### src/rtl/flash_stat_pkg.sv
package flash_stat_pkg;

  typedef enum logic [2:0] {
    V_ARRAY = 3'd0,
    V_PROG  = 3'd1,
    V_ERASE = 3'd2,
    V_SUSP  = 3'd3,
    V_SPROG = 3'd4
  } view_e;

  typedef enum logic [2:0] {
    K_PROG       = 3'd0,
    K_SECT_ERASE = 3'd1,
    K_CHIP_ERASE = 3'd2,
    K_SUSPEND    = 3'd3,
    K_RESUME     = 3'd4,
    K_SUSP_PROG  = 3'd5
  } kind_e;

  // Status word bit positions, as decoded by host polling software.
  localparam int unsigned BIT_TGL = 6;  // running / suspend toggle
  localparam int unsigned BIT_TMO = 5;  // pulse limit exceeded
  localparam int unsigned BIT_ETM = 3;  // erase has begun
  localparam int unsigned BIT_SEL = 2;  // selected-sector toggle

  function automatic logic is_running(view_e v);
    return (v == V_PROG) || (v == V_ERASE) || (v == V_SPROG);
  endfunction

  function automatic logic is_new_op(kind_e k);
    return (k == K_PROG) || (k == K_SECT_ERASE) || (k == K_CHIP_ERASE);
  endfunction

endpackage

### src/rtl/flash_stat_mode.sv
module flash_stat_mode
  import flash_stat_pkg::*;
(
  input  logic       clk,
  input  logic       rst,
  input  logic       op_start,
  input  logic [2:0] op_kind,
  input  logic       busy,
  input  logic       limit_hit,
  input  logic       reset_cmd,
  output view_e      view,
  output logic       fail,
  output logic       chip
);

  kind_e kind;
  view_e view_n;
  logic  fail_n;
  logic  chip_n;

  assign kind = kind_e'(op_kind);

  always_comb begin
    view_n = view;
    fail_n = fail;
    chip_n = chip;
    if (fail) begin
      // Held failure: only a reset command or a fresh operation leaves it.
      if (reset_cmd) begin
        fail_n = 1'b0;
        view_n = (view == V_SPROG) ? V_SUSP : V_ARRAY;
      end else if (op_start && is_new_op(kind)) begin
        fail_n = 1'b0;
        view_n = (kind == K_PROG) ? V_PROG : V_ERASE;
        chip_n = (kind == K_CHIP_ERASE);
      end
    end else begin
      unique case (view)
        V_ARRAY: begin
          if (op_start && is_new_op(kind)) begin
            view_n = (kind == K_PROG) ? V_PROG : V_ERASE;
            chip_n = (kind == K_CHIP_ERASE);
          end
        end
        V_PROG: begin
          if (limit_hit)  fail_n = 1'b1;
          else if (!busy) view_n = V_ARRAY;
        end
        V_ERASE: begin
          if (limit_hit)                            fail_n = 1'b1;
          else if (op_start && kind == K_SUSPEND)   view_n = V_SUSP;
          else if (!busy)                           view_n = V_ARRAY;
        end
        V_SUSP: begin
          if (op_start && kind == K_RESUME)         view_n = V_ERASE;
          else if (op_start && kind == K_SUSP_PROG) view_n = V_SPROG;
        end
        V_SPROG: begin
          if (limit_hit)  fail_n = 1'b1;
          else if (!busy) view_n = V_SUSP;
        end
        default: view_n = V_ARRAY;
      endcase
    end
  end

  always_ff @(posedge clk) begin
    if (rst) begin
      view <= V_ARRAY;
      fail <= 1'b0;
      chip <= 1'b0;
    end else begin
      view <= view_n;
      fail <= fail_n;
      chip <= chip_n;
    end
  end

endmodule

### src/rtl/flash_stat_toggle.sv
module flash_stat_toggle
  import flash_stat_pkg::*;
#(
  parameter int unsigned NUM_SECT = 16,
  parameter int unsigned SECT_W   = 4
) (
  input  logic                clk,
  input  logic                rst,
  input  logic                ce_act,
  input  logic                oe_act,
  input  logic [SECT_W-1:0]   rd_sector,
  input  view_e               view,
  input  logic [NUM_SECT-1:0] sect_sel,
  output logic                rd_fall,
  output logic                t6,
  output logic                t2
);

  logic              rd_act;
  logic              rd_q;
  logic [SECT_W-1:0] sec_q;
  logic              sel_hit;
  logic              adv6;
  logic              adv2;

  assign rd_act  = ce_act & oe_act;
  assign rd_fall = rd_q & ~rd_act;
  assign sel_hit = sect_sel[sec_q];
  assign adv6    = rd_fall & is_running(view);
  assign adv2    = rd_fall & sel_hit & ((view == V_ERASE) || (view == V_SUSP));

  always_ff @(posedge clk) begin
    if (rst) begin
      rd_q  <= 1'b0;
      sec_q <= '0;
      t6    <= 1'b0;
      t2    <= 1'b0;
    end else begin
      rd_q <= rd_act;
      if (rd_act) sec_q <= rd_sector;
      if (adv6)   t6 <= ~t6;
      if (adv2)   t2 <= ~t2;
    end
  end

endmodule

### src/rtl/flash_stat_mux.sv
module flash_stat_mux
  import flash_stat_pkg::*;
#(
  parameter int unsigned DATA_W   = 8,
  parameter int unsigned NUM_SECT = 16,
  parameter int unsigned SECT_W   = 4
) (
  input  logic                clk,
  input  logic                rst,
  input  view_e               view,
  input  logic                fail,
  input  logic                chip,
  input  logic                etimer_run,
  input  logic                t6,
  input  logic                t2,
  input  logic [SECT_W-1:0]   rd_sector,
  input  logic [NUM_SECT-1:0] sect_sel,
  input  logic [DATA_W-1:0]   arr_data,
  output logic [DATA_W-1:0]   dq_q
);

  logic [DATA_W-1:0] stat;
  logic              begun;
  logic              show;

  assign begun = (view == V_ERASE) & (chip | ~etimer_run);
  assign show  = is_running(view) | ((view == V_SUSP) & sect_sel[rd_sector]);

  for (genvar i = 0; i < DATA_W; i++) begin : g_bit
    if (i == BIT_TGL) begin : g_tgl
      assign stat[i] = t6;
    end else if (i == BIT_TMO) begin : g_tmo
      assign stat[i] = fail;
    end else if (i == BIT_ETM) begin : g_etm
      assign stat[i] = begun;
    end else if (i == BIT_SEL) begin : g_sel
      assign stat[i] = t2;
    end else begin : g_zero
      assign stat[i] = 1'b0;
    end
  end

  always_ff @(posedge clk) begin
    if (rst) dq_q <= '0;
    else     dq_q <= show ? stat : arr_data;
  end

endmodule

### src/rtl/flash_status_gen.sv
module flash_status_gen
  import flash_stat_pkg::*;
#(
  parameter int unsigned DATA_W   = 8,
  parameter int unsigned NUM_SECT = 16,
  localparam int unsigned SECT_W  = (NUM_SECT > 1) ? $clog2(NUM_SECT) : 1
) (
  input  logic                clk,
  input  logic                rst,
  input  logic                ce_act,
  input  logic                oe_act,
  input  logic [SECT_W-1:0]   rd_sector,
  input  logic                busy,
  input  logic                op_start,
  input  logic [2:0]          op_kind,
  input  logic [NUM_SECT-1:0] sect_sel,
  input  logic                limit_hit,
  input  logic                etimer_run,
  input  logic                reset_cmd,
  input  logic [DATA_W-1:0]   arr_data,
  output logic [DATA_W-1:0]   dq_out
);

  view_e view_w;
  logic  fail_w;
  logic  chip_w;
  logic  rd_fall_w;
  logic  t6_w;
  logic  t2_w;

  flash_stat_mode u_mode (
    .clk       (clk),
    .rst       (rst),
    .op_start  (op_start),
    .op_kind   (op_kind),
    .busy      (busy),
    .limit_hit (limit_hit),
    .reset_cmd (reset_cmd),
    .view      (view_w),
    .fail      (fail_w),
    .chip      (chip_w)
  );

  flash_stat_toggle #(.NUM_SECT(NUM_SECT), .SECT_W(SECT_W)) u_tgl (
    .clk       (clk),
    .rst       (rst),
    .ce_act    (ce_act),
    .oe_act    (oe_act),
    .rd_sector (rd_sector),
    .view      (view_w),
    .sect_sel  (sect_sel),
    .rd_fall   (rd_fall_w),
    .t6        (t6_w),
    .t2        (t2_w)
  );

  flash_stat_mux #(.DATA_W(DATA_W), .NUM_SECT(NUM_SECT), .SECT_W(SECT_W)) u_mux (
    .clk        (clk),
    .rst        (rst),
    .view       (view_w),
    .fail       (fail_w),
    .chip       (chip_w),
    .etimer_run (etimer_run),
    .t6         (t6_w),
    .t2         (t2_w),
    .rd_sector  (rd_sector),
    .sect_sel   (sect_sel),
    .arr_data   (arr_data),
    .dq_q       (dq_out)
  );

endmodule

### config.mk
export PLATFORM = sky130hd
export DESIGN_NAME = flash_status_gen
export DESIGN_NICKNAME = d
export VERILOG_FILES = /design/src/rtl/flash_stat_pkg.sv /design/src/rtl/flash_stat_mode.sv /design/src/rtl/flash_stat_toggle.sv /design/src/rtl/flash_stat_mux.sv /design/src/rtl/flash_status_gen.sv
export SDC_FILE = /design/constraint.sdc
export NUM_CORES = 1
export LEC_CHECK = 0
export ABC_AREA = 1
export BUFFER_PORTS_ARGS = -buffer_cell sky130_fd_sc_hd__buf_4
export CORE_MARGIN = 8
export CORE_UTILIZATION = 55
export CTS_BUF_LIST = sky130_fd_sc_hd__clkbuf_8
export DETAILED_ROUTE_END_ITERATION = 12
export GPL_TIMING_DRIVEN = 0
export PLACE_DENSITY_LB_ADDON = 0.12
export SETUP_SLACK_MARGIN = 0.05
export SYNTH_ARGS = -nofsm -noshare
export SYNTH_HDL_FRONTEND = slang
export SYNTH_SLANG_ARGS = --single-unit
### constraint.sdc
create_clock -name clk -period 2.1 [get_ports clk]
set_input_delay 0.315 -clock clk [delete_from_list [all_inputs] [get_ports clk]]
set_output_delay 0.315 -clock clk [all_outputs]
set_load 0.02 [all_outputs]
==> impl_metrics.env <==
export IMPL_synth_edf_count=0
export IMPL_cp_required_ps=2290
export IMPL_synthTopCellsByCount="nand2_1 (50), inv_1 (35), nand3_1 (28)"
export IMPL_rows=18
export IMPL_coreArea_um2=2480
export IMPL_grt_usage_pct=18.0
export IMPL_arrival_ps=1660
export IMPL_postCtsResizedCells=0
export IMPL_htreeDepth=1
export IMPL_grt_pass1_wl_um=6520
export IMPL_overflow=0
export IMPL_maxCapViolCount=0
export IMPL_p_clk_share_pct=28.2
export IMPL_synth_seq_area_share_pct=27.9
export IMPL_synthTopCellsByArea="dfxtp_1 (28%), nand2_1 (13%), nand3_1 (9.8%), inv_1 (9.2%), nor2_1 (6.8%)"
export IMPL_finalWorstSetupSlack_ps=635
export IMPL_die_x_um=67.1
export IMPL_post_cts_buffers=0
export IMPL_crit_path_end_kind="flop"
export IMPL_drt_pass1_iterations=4
export IMPL_rsz0062_at_grt="no"
export IMPL_antennaDiodeCount=0
export IMPL_layout_min_cycle_time_ps=1470
export IMPL_status="complete, no violations"
export IMPL_final_cell_area_um2=1890
export IMPL_ys_flop_type="dfxtp_1"
export IMPL_drive_gt1_share_pct=27.5
export IMPL_yosys_area_top_type="dfxtp_1"
export IMPL_synth_distinct_cells=31
export IMPL_crit_type="reg2reg"
export IMPL_syn_area_um2=1430
export IMPL_placed_area_um2=1820
export IMPL_syn_mean_instance_area_um2=6.13
export IMPL_grt_max_degree=13
export IMPL_root_buffer="clkbuf_8"
export IMPL_cts_clk_slew_worst_paths_ps=70
export IMPL_async_flop_share_pct=0
export IMPL_die_h_um=67.1
export IMPL_swShare_pct=34.0
export IMPL_hold_buffers=0
export IMPL_tightestPinTransition_ps=588
export IMPL_cts_tree="yes"
export IMPL_p_leak_uw=0.000991
export IMPL_fin_skew_ps=2.01
export IMPL_hold_violations=0
export IMPL_fin_crit_sh_pct=69.8
export IMPL_crit_fanout=4
export IMPL_fin_nets=325
export IMPL_area_growth_pct=31.7
export IMPL_syn_instance_count=234
export IMPL_slew_headroom_pct=60.8
export IMPL_ys_ff_latch=20
export IMPL_synth_warnings=0
export IMPL_cp_start_kind="flop"
export IMPL_pre_cts_slack_ps=567
export IMPL_p_per_area_nw_per_um2=720
export IMPL_clockBufferDepth=2
export IMPL_cts_buffers_inserted=3
export IMPL_syn_num_nets=274
export IMPL_post_drt_wl_per_cell_um=12.0
export IMPL_setup_violations=0
export IMPL_yosysMostFrequentCell="nand2_1"
export IMPL_drc=0
export IMPL_pwr_share_comb_pct=38.0
export IMPL_initial_core_util_pct=57.9
export IMPL_ir_drop_mv=0.824
export IMPL_cts_sinks=20
export IMPL_p_sw_uw=462
export IMPL_drv_slew=0
export IMPL_grt_pass1_vias=1498
export IMPL_setup_tns_ps=0
export IMPL_via_per_inst=5.23
export IMPL_p_int_uw=896
export IMPL_vias=1642
export IMPL_fmax_ghz=0.683
export IMPL_dieArea_um2=4500
export IMPL_gp_congestion=0.908
export IMPL_io_buffers=46
export IMPL_drtIter0Drc=107
export IMPL_io_pins=48
export IMPL_hp_class="in2reg"
export IMPL_drtAntennaViolNets=0
export IMPL_dpl_hpwl_um=3000
export IMPL_clkLatencyLatePin_ps=260
export IMPL_seq_power_share_pct=33.9
export IMPL_antenna_found_initial=0
export IMPL_wl_um=3760
export IMPL_synth_top_area_share_pct=27.9
-- layout by cell type (no fill, tap or decap) --
cell / netlist / layout
a21boi_0: 1 / 1
a21oi_1: 18 / 18
a21oi_2: 1 / 1
a311oi_1: 1 / 1
a31oi_1: 1 / 1
buf_2: 3 / 3
buf_4: 1 / 47
buf_6: 1 / 1
bufinv_16: 0 / 1
clkbuf_1: 1 / 1
clkbuf_8: 0 / 3
clkinv_1: 1 / 1
dfxtp_1: 20 / 20
inv_1: 35 / 35
inv_2: 7 / 7
inv_4: 1 / 1
nand2_1: 50 / 50
nand2_2: 3 / 3
nand2_4: 4 / 4
nand3_1: 28 / 28
nand3_2: 2 / 2
nand3b_1: 2 / 2
nand4_1: 2 / 2
nor2_1: 26 / 26
nor2_4: 1 / 1
nor3_1: 2 / 2
nor3_2: 4 / 4
nor3b_1: 1 / 1
o211ai_1: 5 / 5
o21a_1: 1 / 1
o21ai_0: 9 / 9
o21ai_1: 1 / 1
or2_1: 1 / 1
-- routing by layer --
layer,GRT usage (%),vias up,wire [µm]
met5,0,-,0
met4,3.92,0,40
met3,5.54,6,346
met2,28.6,67,1700
met1,23.1,723,1670
li1,-,846,-
-- state kept, by name, summed over array words and instances, names as in the netlist --
register,flops
u_mux.dq_q,8
u_tgl.sec_q,4
u_mode.view,3
u_mode.chip,1
u_mode.fail,1
u_tgl.rd_q,1
u_tgl.t2,1
u_tgl.t6,1
-- worst max-delay path, stage by stage, from the launching register on --
cell	delay (ps)
dfxtp_1	420
inv_2	100
nor2_4	170
nand2_1	70
o21ai_1	130
inv_2	70
nand2_4	70
nand2_1	70
nand2_1	90
nand2_1	70
a21oi_2	130
-- worst paths after layout --
kind                                    start                     endpoint  slack, ps  cells after the start
setup / recovery  u_mode.view[2]$_SDFFE_PP0P_  u_mode.view[2]$_SDFFE_PP0P_        630                     10
hold / removal                    arr_data[0]     u_mux.dq_q[0]$_SDFF_PP0_        290                      3
setup reg to reg  u_mode.view[2]$_SDFFE_PP0P_  u_mode.view[2]$_SDFFE_PP0P_        630                     10
hold reg to reg         u_tgl.t6$_SDFFE_PP0P_        u_tgl.t6$_SDFFE_PP0P_        510                      2
-- cells by family after synthesis --
family                 count (synthesis)  share of synthesized area, %
buffers and inverters                 50                          14.3
AOI/OAI and AO/OA                     38                          15.1
and+or+nand+nor                      126                          42.7
DFF                                   20                          27.9
-- power by group through the flow --
stage	Clock, µW	Sequential, µW	Combinational [µW]
2_1_floorplan	0	500	310
3_3_place_gp	0	467	501
3_5_place_dp	0	468	511
4_1_cts	389	459	517
5_1_grt	418	467	580
6_report	383	460	516
-- cell type report --
type,count,area [µm²]
Multi-Input combinational cell,164,828
Clock buffer,3,41.3
Sequential cell,20,400
Timing Repair Buffer,46,345
Buffer,6,37.5
Fill cell,219,589
Tap cell,30,37.5
Clock inverter,1,30.0
Inverter,44,168
-- stage by stage --
step | hold slack, ps | std cells | util (%) | total power, µW
after floorplan | 446 | 234 | - | 810
after global placement | 481 | 310 | 73.3 | 968
after detailed placement | 489 | 310 | 73.3 | 978
after CTS | 287 | 314 | 76.2 | 1360
after global routing | 283 | 314 | 76.2 | 1460
final | 290 | 314 | 76.2 | 1360
Note: power is estimated with default switching activity, not from simulation.
